[config.mk]
export PLATFORM = sky130hd
export DESIGN_NAME = trap_entry_ctl
export DESIGN_NICKNAME = d
export VERILOG_FILES = /design/src/rtl/trap_entry_pkg.sv /design/src/rtl/trap_route.sv /design/src/rtl/trap_vec_calc.sv /design/src/rtl/trap_entry_ctl.sv
export SDC_FILE = /design/constraint.sdc
export NUM_CORES = 1
export LEC_CHECK = 0
export ABC_CLOCK_PERIOD_IN_PS = 3000
export BUFFER_PORTS_ARGS = -buffer_cell sky130_fd_sc_hd__buf_2
export CAP_MARGIN = 5
export CORE_MARGIN = 10
export CORE_UTILIZATION = 30
export CTS_CLUSTER_SIZE = 10
export DETAILED_ROUTE_END_ITERATION = 6
export SYNTH_ARGS = -nofsm -noshare
export SYNTH_HDL_FRONTEND = slang
export SYNTH_SLANG_ARGS = --single-unit
[constraint.sdc]
create_clock -name clk -period 3 [get_ports clk]
set_input_delay 0.15 -clock clk [delete_from_list [all_inputs] [get_ports clk]]
set_output_delay 0.15 -clock clk [all_outputs]
set_load 0.05 [all_outputs]
[src/rtl/trap_entry_pkg.sv]
package trap_entry_pkg;
  localparam logic [1:0] PRV_U = 2'd0;
  localparam logic [1:0] PRV_S = 2'd1;
  localparam logic [1:0] PRV_M = 2'd3;

  localparam int STW      = 7;
  localparam int ST_SIE   = 0;
  localparam int ST_MIE   = 1;
  localparam int ST_SPIE  = 2;
  localparam int ST_MPIE  = 3;
  localparam int ST_SPP   = 4;
  localparam int ST_MPP_L = 5;
  localparam int ST_MPP_H = 6;

  localparam int BKPT_CODE = 3;

  typedef enum logic [2:0] {
    RT_DBG_ROM,
    RT_DBG_EXC,
    RT_DBG_ENTER,
    RT_SUP,
    RT_MACH
  } route_e;
endpackage

[src/rtl/trap_route.sv]
module trap_route
  import trap_entry_pkg::*;
#(
  parameter int XLEN = 32,
  localparam int IDXW = XLEN - 1,
  localparam int LGX  = $clog2(XLEN)
) (
  input  logic [XLEN-1:0] cause_i,
  input  logic [1:0]      prv_i,
  input  logic            dbg_active_i,
  input  logic            ebk_m_i,
  input  logic            ebk_s_i,
  input  logic            ebk_u_i,
  input  logic [XLEN-1:0] exc_deleg_i,
  input  logic [XLEN-1:0] int_deleg_i,
  output route_e          route_o,
  output logic            irq_o,
  output logic [IDXW-1:0] idx_o
);
  logic            is_bkpt;
  logic            ebk_here;
  logic            in_range;
  logic [XLEN-1:0] mask;

  assign irq_o    = cause_i[XLEN-1];
  assign idx_o    = cause_i[IDXW-1:0];
  assign is_bkpt  = !irq_o && (idx_o == IDXW'(BKPT_CODE));
  assign in_range = idx_o < IDXW'(XLEN);
  assign mask     = irq_o ? int_deleg_i : exc_deleg_i;

  always_comb begin
    case (prv_i)
      PRV_M:   ebk_here = ebk_m_i;
      PRV_S:   ebk_here = ebk_s_i;
      PRV_U:   ebk_here = ebk_u_i;
      default: ebk_here = 1'b0;
    endcase
  end

  always_comb begin
    if (dbg_active_i)
      route_o = is_bkpt ? RT_DBG_ROM : RT_DBG_EXC;
    else if (is_bkpt && ebk_here)
      route_o = RT_DBG_ENTER;
    else if ((prv_i == PRV_U || prv_i == PRV_S) && in_range && mask[idx_o[LGX-1:0]])
      route_o = RT_SUP;
    else
      route_o = RT_MACH;
  end
endmodule

[src/rtl/trap_vec_calc.sv]
module trap_vec_calc
  import trap_entry_pkg::*;
#(
  parameter int XLEN = 32,
  parameter logic [XLEN-1:0] DBG_ROM_PC = 'h800,
  parameter logic [XLEN-1:0] DBG_EXC_PC = 'h808,
  localparam int IDXW = XLEN - 1
) (
  input  route_e          route_i,
  input  logic            irq_i,
  input  logic [IDXW-1:0] idx_i,
  input  logic [XLEN-1:0] stvec_i,
  input  logic [XLEN-1:0] mtvec_i,
  output logic [XLEN-1:0] pc_o
);
  logic [XLEN-1:0] mbase;
  logic [XLEN-1:0] moffs;

  assign mbase = {mtvec_i[XLEN-1:1], 1'b0};
  assign moffs = (mtvec_i[0] && irq_i) ? XLEN'({idx_i, 2'b00}) : '0;

  always_comb begin
    case (route_i)
      RT_DBG_ROM, RT_DBG_ENTER: pc_o = DBG_ROM_PC;
      RT_DBG_EXC:               pc_o = DBG_EXC_PC;
      RT_SUP:                   pc_o = stvec_i;
      default:                  pc_o = mbase + moffs;
    endcase
  end
endmodule

[src/rtl/trap_entry_ctl.sv]
module trap_entry_ctl
  import trap_entry_pkg::*;
#(
  parameter int XLEN = 32,
  parameter logic [XLEN-1:0] RST_PC     = 'h1000,
  parameter logic [XLEN-1:0] DBG_ROM_PC = 'h800,
  parameter logic [XLEN-1:0] DBG_EXC_PC = 'h808
) (
  input  logic            clk,
  input  logic            rst,
  input  logic            trap_valid_i,
  input  logic [XLEN-1:0] trap_cause_i,
  input  logic [XLEN-1:0] trap_epc_i,
  input  logic [XLEN-1:0] trap_tval_i,
  input  logic [1:0]      cur_prv_i,
  input  logic [6:0]      status_i,
  input  logic [XLEN-1:0] exc_deleg_i,
  input  logic [XLEN-1:0] int_deleg_i,
  input  logic [XLEN-1:0] stvec_i,
  input  logic [XLEN-1:0] mtvec_i,
  input  logic            dbg_active_i,
  input  logic            ebk_m_i,
  input  logic            ebk_s_i,
  input  logic            ebk_u_i,
  output logic            redirect_o,
  output logic [XLEN-1:0] pc_o,
  output logic [1:0]      prv_o,
  output logic [6:0]      status_o,
  output logic [XLEN-1:0] scause_o,
  output logic [XLEN-1:0] sepc_o,
  output logic [XLEN-1:0] stval_o,
  output logic [XLEN-1:0] mcause_o,
  output logic [XLEN-1:0] mepc_o,
  output logic [XLEN-1:0] mtval_o,
  output logic            dbg_enter_o,
  output logic [XLEN-1:0] dpc_o,
  output logic [1:0]      dprv_o
);
  localparam int IDXW = XLEN - 1;

  route_e          route;
  logic            irq;
  logic [IDXW-1:0] idx;
  logic [XLEN-1:0] next_pc;
  logic [STW-1:0]  st_sup;
  logic [STW-1:0]  st_mach;

  trap_route #(.XLEN(XLEN)) route_i (
    .cause_i      (trap_cause_i),
    .prv_i        (cur_prv_i),
    .dbg_active_i (dbg_active_i),
    .ebk_m_i      (ebk_m_i),
    .ebk_s_i      (ebk_s_i),
    .ebk_u_i      (ebk_u_i),
    .exc_deleg_i  (exc_deleg_i),
    .int_deleg_i  (int_deleg_i),
    .route_o      (route),
    .irq_o        (irq),
    .idx_o        (idx)
  );

  trap_vec_calc #(
    .XLEN       (XLEN),
    .DBG_ROM_PC (DBG_ROM_PC),
    .DBG_EXC_PC (DBG_EXC_PC)
  ) vec_i (
    .route_i (route),
    .irq_i   (irq),
    .idx_i   (idx),
    .stvec_i (stvec_i),
    .mtvec_i (mtvec_i),
    .pc_o    (next_pc)
  );

  // stacked status words for the two ordinary entry routes
  always_comb begin
    st_sup          = status_i;
    st_sup[ST_SPIE] = status_i[ST_SIE];
    st_sup[ST_SPP]  = cur_prv_i[0];
    st_sup[ST_SIE]  = 1'b0;
    st_mach                    = status_i;
    st_mach[ST_MPIE]           = status_i[ST_MIE];
    st_mach[ST_MPP_H:ST_MPP_L] = cur_prv_i;
    st_mach[ST_MIE]            = 1'b0;
  end

  always_ff @(posedge clk) begin
    if (rst) begin
      redirect_o  <= 1'b0;
      dbg_enter_o <= 1'b0;
      pc_o        <= RST_PC;
      prv_o       <= PRV_M;
      status_o    <= '0;
      scause_o    <= '0;
      sepc_o      <= '0;
      stval_o     <= '0;
      mcause_o    <= '0;
      mepc_o      <= '0;
      mtval_o     <= '0;
      dpc_o       <= '0;
      dprv_o      <= '0;
    end else begin
      redirect_o  <= trap_valid_i;
      dbg_enter_o <= 1'b0;
      if (trap_valid_i) begin
        pc_o <= next_pc;
        case (route)
          RT_DBG_ENTER: begin
            dbg_enter_o <= 1'b1;
            dpc_o       <= trap_epc_i;
            dprv_o      <= cur_prv_i;
            prv_o       <= PRV_M;
          end
          RT_SUP: begin
            scause_o <= trap_cause_i;
            sepc_o   <= trap_epc_i;
            stval_o  <= trap_tval_i;
            status_o <= st_sup;
            prv_o    <= PRV_S;
          end
          RT_MACH: begin
            mcause_o <= trap_cause_i;
            mepc_o   <= trap_epc_i;
            mtval_o  <= trap_tval_i;
            status_o <= st_mach;
            prv_o    <= PRV_M;
          end
          default: ;
        endcase
      end
    end
  end
endmodule

==> summary.md, run 1 <==
| Metric | Value |
|---|---|
| WHS | `0.0645 ns` |
| Most frequent cells in the layout | `506 x buf_2, 437 x nand2_1, 268 x dfxtp_1, 238 x a21oi_1, 132 x dlygate4sd3_1` |
| Worst reg-to-reg path cell count | `3` |
| Crit share post-route | `0.963` |
| Setup Slack @ Placement | `-0.216 ns` |
| Critical path's most frequent cell | `buf_4` |
| H-tree depth | `2` |
| Avg Cell Area, Syn | `7.97 um2` |
| Switching share of total power | `0.286` |
| Max-slew headroom | `0.416` |
| P_int | `6.45 mW` |
| Startpoint types | `input port` |
| Grt ovf | `0` |
| LEAKAGE | `8.21 nW` |
| DIE WIDTH | `217 um` |
| Via density | `4.96` |
| Residual DRC | `0` |
| Combinational share of power | `0.180` |
| Via count | `13300` |
| Starting DRT DRC Count | `1116` |
| Initial antenna violation count | `5` |
| Worst path slowest cell | `dlygate4sd3_1` |
| Number of synthesized flops with an enable pin | `0` |
| Die height | `217 um` |
| Drt total wl | `52600 um` |
| Cells along the critical path | `dlygate4sd3_1 -> buf_2 -> and3_1 -> ha_1 -> a21oi_1 -> o21ai_1 -> a2111oi_2 -> buf_4 -> o31ai_4 -> a21o_1 -> a211oi_4 -> buf_4 -> xnor2_1 -> nand2_1 -> a211oi_2` |
| Number of buffers added on ports | `507` |
| Post-Syn Area | `11600 um2` |
| Final nets | `2413` |
| Max cap viols | `0` |
| HPWL Detailed | `39500 um` |
| Worst-path fanout max | `5` |
| Transition time of the tightest slew-check pin | `0.862 ns` |
| Clock sink total | `268` |
| #FFs+latches synth | `268` |
| Drt wl/cell | `19.7 um` |
| CP bufs+invs | `4` |
| Worst vdd ir | `0.380 mV` |
| Number of cells on the critical path | `15` |
| WP data required | `3.45 ns` |
| Largest net degree at the start of global routing | `76` |
| Clock Path Buffers | `3` |
| Vias in the first global route | `13100` |
| Status | `completed` |
| Number of I/O pins | `509` |
| CTS tree | `yes` |
| Starting Density | `0.302` |
| Layout Utilization | `0.464` |
| Worst Skew | `0 ns` |
| Hold Crit Class | `input port to register` |
| Power per cell area | `506 nW/um2` |
| Kind of critical path | `input port to register` |
| Total iterations of the first detailed-routing run | `5` |
| GPL Wtd Cong | `0.904` |
| Ys Warns | `0` |
| Syn Nets | `1731` |
| Worst setup EP type | `register` |
| Cts bufs inserted | `34` |
| First-pass GRT wire length | `78400 um` |
| Synth async-reset ratio | `0` |
| Clock slew at reported path FFs | `0.05 ns` |
| Clock share of power | `0.410` |
| Sequential share of power | `0.410` |
| Fmax | `346 MHz` |
| Final min period | `2.89 ns` |
| Commonest non-fill, non-tap cell in the layout | `buf_2` |
| Tot GR Track Use | `0.210` |
| Cells after synthesis | `1461` |
| Top FF cell, synth | `dfxtp_1` |
| Final Hold Violating Endpoints | `0` |
| Slowest stage delay, CP | `0.53 ns` |
| Final setup fails | `0` |
| Hold path depth | `4` |
| Setup ws final | `0.111 ns` |
| Top delay family on crit path | `compound AO/OA/AOI/OAI gates` |
| Worst skew pair latency | `0.53 ns` |
| Clock Tree Root | `clkbuf_16` |
| Slew Viols, Final | `0` |
| P_sw | `2.59 mW` |
| Core footprint | `38600 um2` |
| Cell Rows | `72` |
| Area delta synth->final | `53.4%` |
| Share of layout cells above drive strength 1 | `0.324` |
| Sequential area share after synthesis | `0.461` |
| Worst path arrival time | `3.34 ns` |
| Post-synthesis cell type count | `63` |
| DRT antenna net count | `0` |
| Die Footprint | `47100 um2` |
[timing repair]
item	CTS	global route
resized for setup	0	13
buffers inserted	0	2
hold endpoints to repair	228	0
endpoints found under the setup margin	0	51
hold buffers	132	0
[power groups by stage]
stage / Sequential [mW] / Clock [mW] / Combinational (mW)
2_1_floorplan: 4.10 / 0 / 0.530
3_3_place_gp: 3.78 / 0 / 1.45
3_5_place_dp: 3.78 / 0 / 1.46
4_1_cts: 3.71 / 3.80 / 1.60
5_1_grt: 3.71 / 3.94 / 1.74
6_report: 3.71 / 3.71 / 1.62
[through the flow]
step	power [mW]	cells	cell area, um2	setup TNS (ns)
final	9.04	2676	17900	0
after floorplan	4.63	1461	11700	-0.0307
after global routing	9.39	2676	17900	-0.0522
after detailed placement	5.24	2491	15500	-11.16
after global placement	5.23	2491	15500	-4.49
after CTS	9.11	2670	17800	0
[worst reg2reg max path: stages (launching register included)]
cell,delay [ns]
dfxtp_1,0.31
nor2_1,0.10
a21oi_1,0.04
or2_2,0.28
[sequential cells by signal (all words and copies together), names as in the netlist]
| register | flops |
|---|---|
| dpc_o | 32 |
| mcause_o | 32 |
| mepc_o | 32 |
| mtval_o | 32 |
| pc_o | 32 |
| scause_o | 32 |
| sepc_o | 32 |
| stval_o | 32 |
| status_o | 7 |
| dprv_o | 2 |
| dbg_enter_o | 1 |
| prv_o | 1 |
| redirect_o | 1 |
[final cells by class]
cell class	count	area, um2
repair buffers	748	4880
clock buffers	42	922
flip-flops and latches	268	5370
well taps	518	648
inverters	6	22.5
fillers	3810	20700
multi-input cells	1085	5980
diodes	4	10.0
clock inverters	5	47.5
[per-layer routing]
metal,vias to the layer above,part of all wire,GRT usage
li1,6348,-,-
met1,6232,0.41,0.256
met2,599,0.48,0.354
met3,85,0.078,0.0533
met4,0,0.030,0.0732
met5,-,0,0
[logic make-up after synthesis]
kind of cell,synth area share
DFF,0.461
and+or+nand+nor,0.240
xor gates and xnor gates,0.0150
muxes,0.0381
other,0.000322
buffers and inverters,0.0378
AOI/OAI and AO/OA,0.176
adders and majority gates,0.0329
[Yosys cell counts, types with 2 or more instances]
| cell type | instances | area, um2 |
|---|---|---|
| clkbuf_1 | 77 | 289 |
| nor2b_1 | 5 | 31.3 |
| o21a_1 | 5 | 37.5 |
| nor3_1 | 24 | 120 |
| nand3_1 | 16 | 80.1 |
| ha_1 | 29 | 363 |
| a21o_1 | 11 | 82.6 |
| xnor2_1 | 10 | 87.6 |
| nor4_1 | 8 | 50.1 |
| nand4_1 | 7 | 43.8 |
| mux4_2 | 9 | 203 |
| a31oi_1 | 3 | 18.8 |
| buf_1 | 5 | 18.8 |
| a311oi_1 | 6 | 52.6 |
| and2_1 | 33 | 206 |
| a21oi_1 | 239 | 1200 |
| a211oi_1 | 13 | 97.6 |
| o21ai_0 | 18 | 90.1 |
| a211o_1 | 4 | 35.0 |
| dfxtp_1 | 268 | 5370 |
| nand4b_1 | 2 | 17.5 |
| buf_4 | 4 | 30.0 |
| o21bai_1 | 4 | 30.0 |
| clkbuf_2 | 2 | 10.0 |
| nor2_1 | 64 | 240 |
| xor2_1 | 10 | 87.6 |
| o31ai_1 | 3 | 22.5 |
| nand2_1 | 438 | 1640 |
| or2_2 | 2 | 12.5 |
| or3_1 | 6 | 37.5 |
| a221oi_1 | 17 | 149 |
| o211ai_1 | 2 | 15.0 |
| inv_1 | 5 | 18.8 |
| mux2i_1 | 23 | 230 |
| o221ai_1 | 3 | 26.3 |
| and3_1 | 35 | 219 |
| a41oi_1 | 2 | 17.5 |
| nand2b_1 | 4 | 25.0 |
| a22oi_1 | 8 | 60.1 |
| buf_2 | 14 | 70.1 |
[worst paths after layout]
| check | startpoint | end | slack (ns) |
|---|---|---|---|
| setup / recovery | trap_cause_i[6] | pc_o[25] | 0.11 |
| hold reg to reg | sepc_o[31] | sepc_o[31] | 0.45 |
| setup reg to reg | prv_o[1] | prv_o[1] | 2.16 |
| hold / removal | stvec_i[29] | pc_o[29] | 0.06 |
Power figures use the tool's default switching activity.
==> run 2: changes to the inputs <==
Settings changed: ABC_CLOCK_PERIOD_IN_PS 3000 to 3700.
Clock period 3 ns to 3.7 ns, I/O delays scaled along.
==> run 2 against run 1 <==
Effect of this change:
- clock-buffer cell count shrank 1
- non-clock buffer count shrank 92
- critical path type unchanged
- setup slack gained 0.080 ns
- sequential cell count is the same
- cell count shrank 3.4%
- die area is the same
==> summary.md, run 2 (synthesized netlist as in run 1, its figures left out) <==
| Metric | Value |
|---|---|
| Hold Crit Class | `input port to register` |
| Setup Slack @ Placement | `0.152 ns (+0.368 ns)` |
| RSZ-0062 raised after global routing | `false` |
| Worst setup EP type | `register` |
| Cts bufs inserted | `34 (unchanged)` |
| CTS tree | `yes` |
| Vias in the first global route | `12900 (-1.3%)` |
| LEAKAGE | `7.73 nW (-5.8%)` |
| Status | `completed` |
| Clock sink total | `268 (unchanged)` |
| Share of layout cells above drive strength 1 | `0.289 (-0.0344)` |
| Via density | `4.96 (+0.11%)` |
| Die height | `217 um (unchanged)` |
| DRT antenna net count | `0 (unchanged)` |
| Crit share post-route | `0.948` |
| Fillers | `3896 (+2.3%)` |
| Setup ws final | `0.191 ns (+0.0796 ns)` |
| Setup TNS Final | `0 ns (unchanged)` |
| Residual DRC | `0 (unchanged)` |
| Worst vdd ir | `0.313 mV (-18%)` |
| Final setup fails | `0 (unchanged)` |
| Cell Rows | `72 (unchanged)` |
| GPL Wtd Cong | `0.898 (-0.66%)` |
| Most frequent cells in the layout | `506 x buf_2, 437 x nand2_1, 268 x dfxtp_1, 239 x a21oi_1, 125 x dlygate4sd3_1` |
| Clock Path Buffers | `3 (unchanged)` |
| Max-slew headroom | `0.365 (-0.0508)` |
| Largest net degree at the start of global routing | `114 (+50%)` |
| Fmax | `285 MHz` |
| Max cap viols | `0 (unchanged)` |
| Area delta synth->final | `45.9%` |
| Post-CTS setup buffer count | `0 (unchanged)` |
| Slew Viols, Final | `0 (unchanged)` |
| Via count | `12800 (-3.3%)` |
| Total iterations of the first detailed-routing run | `5 (unchanged)` |
| H-tree depth | `2 (unchanged)` |
| First-pass GRT wire length | `77200 um (-1.5%)` |
| Worst path arrival time | `3.88 ns (+0.54 ns)` |
| Starting Density | `0.302 (unchanged)` |
| Transition time of the tightest slew-check pin | `0.950 ns (+0.0878 ns)` |
| Commonest non-fill, non-tap cell in the layout | `buf_2` |
| Final Hold Violating Endpoints | `0 (unchanged)` |
| Clock Tree Root | `clkbuf_16` |
| Final min period | `3.51 ns` |
| Grt ovf | `0 (unchanged)` |
| Core footprint | `38600 um2 (unchanged)` |
| Final nets | `2321 (-3.8%)` |
| Starting DRT DRC Count | `1087 (-2.6%)` |
| Initial antenna violation count | `8 (+3)` |
| Number of buffers added on ports | `507 (unchanged)` |
| HPWL Detailed | `38000 um (-3.8%)` |
| Die Footprint | `47100 um2 (unchanged)` |
| Clock slew at reported path FFs | `0.05 ns (about the same)` |
| Worst Skew | `0 ns (unchanged)` |
| Drt total wl | `51800 um (-1.5%)` |
| WP data required | `4.07 ns (+0.62 ns)` |
| Worst skew pair latency | `0.52 ns (about the same)` |
| Worst-path fanout max | `26 (+21)` |
| Power per cell area | `433 nW/um2 (-14%)` |
| Startpoint types | `input port` |
| Tot GR Track Use | `0.208 (-0.00267)` |
| Number of I/O pins | `509 (unchanged)` |
| Drt wl/cell | `20.0 um (+2.0%)` |
| Kind of critical path | `input port to register` |
| DIE WIDTH | `217 um (unchanged)` |
-- run 2: cell count changes in the layout (fill, tap and decap cells not counted), sizes merged --
cell,previous run,this run
bufinv,0,2
clkinvlp,0,1
clkbuf,42,41
inv,9,6
dlygate4sd3,132,125
diode,4,6
buf,616,531
-- run 2: layout make-up --
cell class	instances	area (um2)	area share
tap	518	648	0.0381
antenna	6	15.0	0.000884
sequential	268	5370	0.316
timing repair buffer	656	4050	0.239
clock buffer	41	928	0.0546
inverter	6	22.5	0.00133
multi-input combinational	1085	5860	0.345
clock inverter	5	100	0.00589
-- run 2: stage by stage --
| step | instances | total power [mW] | utilization | hold slack [ns] | area, um2 |
|---|---|---|---|---|---|
| after CTS | 2579 | 7.45 | 0.440 | 0.00170 | 17000 |
| after floorplan | 1461 | 3.75 | - | 0.321 | 11600 |
| final | 2585 | 7.37 | 0.441 | 0.0326 | 17000 |
| after global routing | 2584 | 7.64 | 0.441 | 0.0138 | 17000 |
| after detailed placement | 2408 | 4.16 | 0.381 | 0.439 | 14700 |
| after global placement | 2408 | 4.15 | 0.381 | 0.434 | 14700 |
-- run 2: path summary, 6_finish.rpt --
check	to	start	cells past startpoint	slack (ns)
max reg2reg	prv_o[1]	prv_o[1]	3	2.85
min	dprv_o[0]	cur_prv_i[0]	3	0.03
min reg2reg	stval_o[23]	stval_o[23]	2	0.45
max	pc_o[1]	trap_cause_i[1]	13	0.19
-- run 2: worst max-delay path: stages --
cell,delay (ns)
dlygate4sd3_1,0.52
buf_2,0.21
buf_4,0.22
mux4_2,0.31
mux4_2,0.48
a22oi_1,0.23
o311ai_1,0.31
nand3_1,0.29
nor2_2,0.09
buf_12,0.17
a221oi_1,0.22
dlygate4sd3_1,0.58
nor3_1,0.05
-- run 2: what timing repair did --
item / 4_1_cts / 5_1_grt
hold endpoints to repair: 224 / 0
hold buffers: 125 / 0
endpoints found under the setup margin: 0 / 1
resized for setup: 0 / 1
-- run 2: metal layers --
layer	part of all wire	up-vias	track usage
li1	-	6175	-
met1	0.40	5990	0.244
met2	0.48	563	0.348
met3	0.086	99	0.0612
met4	0.036	0	0.0837
met5	0	-	0
-- run 2: report_power, final --
part / leakage [nW] / internal [mW] / switching [mW] / total [mW]
registers: 2.18 / 2.96 / 0.0378 / 3.00
clock network: 0.499 / 1.90 / 1.25 / 3.15
logic: 5.06 / 0.431 / 0.781 / 1.21
==> run 3: changes to the inputs <==
Settings changed: CTS_BUF_LIST from default to sky130_fd_sc_hd__clkbuf_2 sky130_fd_sc_hd__clkbuf_4 sky130_fd_sc_hd__clkbuf_8.
==> run 3 against run 2 <==
Effect of this change:
- via count is 1.5% higher
- final area up 1.3%
- core utilization rose by 0.59 points
- critical path depth shrank 2
- power grew 0.37%
- sequential power about the same
- largest power group unchanged
==> summary.md, run 3 (synthesized netlist as in run 1, its figures left out) <==
| Metric | Value |
|---|---|
| Drt wl/cell | `20.0 um (-0.43%)` |
| Total iterations of the first detailed-routing run | `6 (+1)` |
| Max-slew headroom | `0.379 (+0.0143)` |
| Number of I/O pins | `509 (unchanged)` |
| Starting Density | `0.302 (unchanged)` |
| DRT antenna net count | `0 (unchanged)` |
| Largest net degree at the start of global routing | `114 (unchanged)` |
| Top delay family on crit path | `buffers and inverters` |
| WHS | `0.0817 ns (+0.0490 ns)` |
| Fmax | `287 MHz (+0.75%)` |
| Worst-path fanout max | `27 (+3.8%)` |
| Worst setup EP type | `register` |
| Fillers | `3891 (-0.13%)` |
| CTS tree | `yes` |
| Starting DRT DRC Count | `939 (-14%)` |
| Cell Area, Placed | `14700 um2 (unchanged)` |
| WP data required | `4.23 ns (+0.16 ns)` |
| Setup TNS Final | `0 ns (unchanged)` |
| Worst skew pair latency | `0.60 ns (+0.08 ns)` |
| Total power | `7.39 mW (+0.37%)` |
| Via density | `4.93 (-0.62%)` |
| Grt ovf | `0 (unchanged)` |
| Die Footprint | `47100 um2 (unchanged)` |
| Met1 WL | `20800 um (+0.85%)` |
| Clock Path Buffers | `3 (unchanged)` |
| Share of layout cells above drive strength 1 | `0.304 (+0.0144)` |
| Cells along the critical path | `dlygate4sd3_1 -> buf_2 -> mux4_2 -> mux4_2 -> a22oi_1 -> o311ai_1 -> a31oi_4 -> buf_6 -> a221oi_1 -> dlygate4sd3_1 -> nor3_1` |
| Worst Skew | `0 ns (unchanged)` |
| Transition time of the tightest slew-check pin | `0.929 ns (-0.0214 ns)` |
| Tot GR Track Use | `0.211 (+0.00361)` |
| Clock slew at reported path FFs | `0.06 ns (about the same)` |
| Startpoint types | `input port` |
| Worst path arrival time | `4.01 ns (+0.13 ns)` |
| Wire length on met2 | `25200 um (+1.1%)` |
| Final nets | `2349 (+1.2%)` |
| Clock sink total | `268 (unchanged)` |
| Status | `completed` |
| Commonest non-fill, non-tap cell in the layout | `buf_2` |
| Met3 WL | `4520 um (+1.9%)` |
| Most frequent cells in the layout | `506 x buf_2, 437 x nand2_1, 268 x dfxtp_1, 238 x a21oi_1, 139 x dlygate4sd3_1` |
| Layout Utilization | `0.447 (+0.00587)` |
| Final setup fails | `0 (unchanged)` |
| Sequential share of power | `0.406 (-0.002)` |
| P_int | `5.26 mW (-0.66%)` |
| Drt total wl | `52700 um (+1.7%)` |
| Cts bufs inserted | `48 (+41%)` |
| Slew Viols, Final | `0 (unchanged)` |
| Clock Tree Root | `clkbuf_8` |
| Highest routed layer | `met4` |
| Post-CTS setup buffer count | `0 (unchanged)` |
| HPWL Detailed | `38000 um (unchanged)` |
| Crit share post-route | `0.941 (-0.00703)` |
| Power per cell area | `429 nW/um2 (-0.95%)` |
| DIE WIDTH | `217 um (unchanged)` |
| Residual DRC | `0 (unchanged)` |
| Core footprint | `38600 um2 (unchanged)` |
| Die height | `217 um (unchanged)` |
| Vias in the first global route | `13200 (+2.5%)` |
| Max cap viols | `0 (unchanged)` |
| RSZ-0062 raised after global routing | `false` |
| First-pass GRT wire length | `78500 um (+1.6%)` |
| Combinational share of power | `0.166 (about the same)` |
| LEAKAGE | `7.87 nW (+1.8%)` |
| Number of buffers added on ports | `507 (unchanged)` |
| Via count | `13000 (+1.5%)` |
| P_sw | `2.13 mW (+3.0%)` |
| CP bufs+invs | `4 (-1)` |
| Worst vdd ir | `0.273 mV (-13%)` |
| Final Instance Area | `17200 um2 (+1.3%)` |
| Hold Crit Class | `input port to register` |
| Worst path slowest cell | `dlygate4sd3_1` |
| Switching share of total power | `0.288 (+0.00739)` |
| Initial antenna violation count | `7 (-1)` |
| GPL Wtd Cong | `0.898 (unchanged)` |
| Final Hold Violating Endpoints | `0 (unchanged)` |
| Clock share of power | `0.428 (about the same)` |
| Final min period | `3.48 ns (-0.0260 ns)` |
| Kind of critical path | `input port to register` |
| H-tree depth | `2 (unchanged)` |
| Area delta synth->final | `47.8%` |
| Cell Rows | `72 (unchanged)` |
| Slowest stage delay, CP | `0.59 ns (about the same)` |
[run 3: cell types whose count changed in the layout (fill, tap and decap cells not counted), sizes merged]
cell,change
clkinvlp,+1
bufinv,+1
inv,+1
dlygate4sd3,+14
clkbuf,+36
clkinv,+1
[run 3: final cells by class]
| cell class | count | area, um2 | area share |
|---|---|---|---|
| multi-input cells | 1085 | 5870 | 0.341 |
| repair buffers | 670 | 4190 | 0.244 |
| flip-flops and latches | 268 | 5370 | 0.312 |
| well taps | 518 | 648 | 0.0376 |
| clock buffers | 77 | 960 | 0.0557 |
| clock inverters | 9 | 140 | 0.00814 |
| diodes | 6 | 15.0 | 0.000872 |
| inverters | 6 | 22.5 | 0.00131 |
[run 3: power groups by stage]
| stage | sequential (mW) | combinational (mW) | clock, mW |
|---|---|---|---|
| finish | 3.00 | 1.23 | 3.16 |
| global placement | 3.06 | 1.09 | 0 |
| global route | 3.01 | 1.31 | 3.38 |
| floorplan | 3.33 | 0.420 | 0 |
| CTS | 3.00 | 1.22 | 3.26 |
| detailed placement | 3.06 | 1.10 | 0 |
[run 3: layer usage]
metal,vias to the layer above,track usage
li1,6243,-
met1,6081,0.246
met2,569,0.351
met3,121,0.0650
met4,0,0.0939
met5,-,0
[run 3: path summary, 6_finish.rpt]
path                    startpoint     endpoint  slack [ns]  cells after the start
setup / recovery  trap_cause_i[31]      pc_o[1]        0.22                     11
hold / removal                 rst   redirect_o        0.08                      2
setup reg to reg          prv_o[1]     prv_o[1]        2.85                      3
hold reg to reg        stval_o[25]  stval_o[25]        0.45                      2
[run 3: worst reg2reg max path, stage by stage, from the launching register on]
cell and delay (ns):
dfxtp_1 0.31, nor2_1 0.10, a21oi_1 0.05, or2_2 0.28
[run 3: what timing repair did]
action,CTS,global route
endpoints found under the hold margin,237,0
resized for setup,0,5
hold buffers,139,0
endpoints found under the setup margin,0,8
[run 3: metrics by stage]
step                setup WS, ns  instances
finish                     0.217       2639
global route              0.0273       2637
CTS                        0.174       2633
detailed placement         0.152       2408
global placement           0.240       2408
floorplan                  0.407       1461
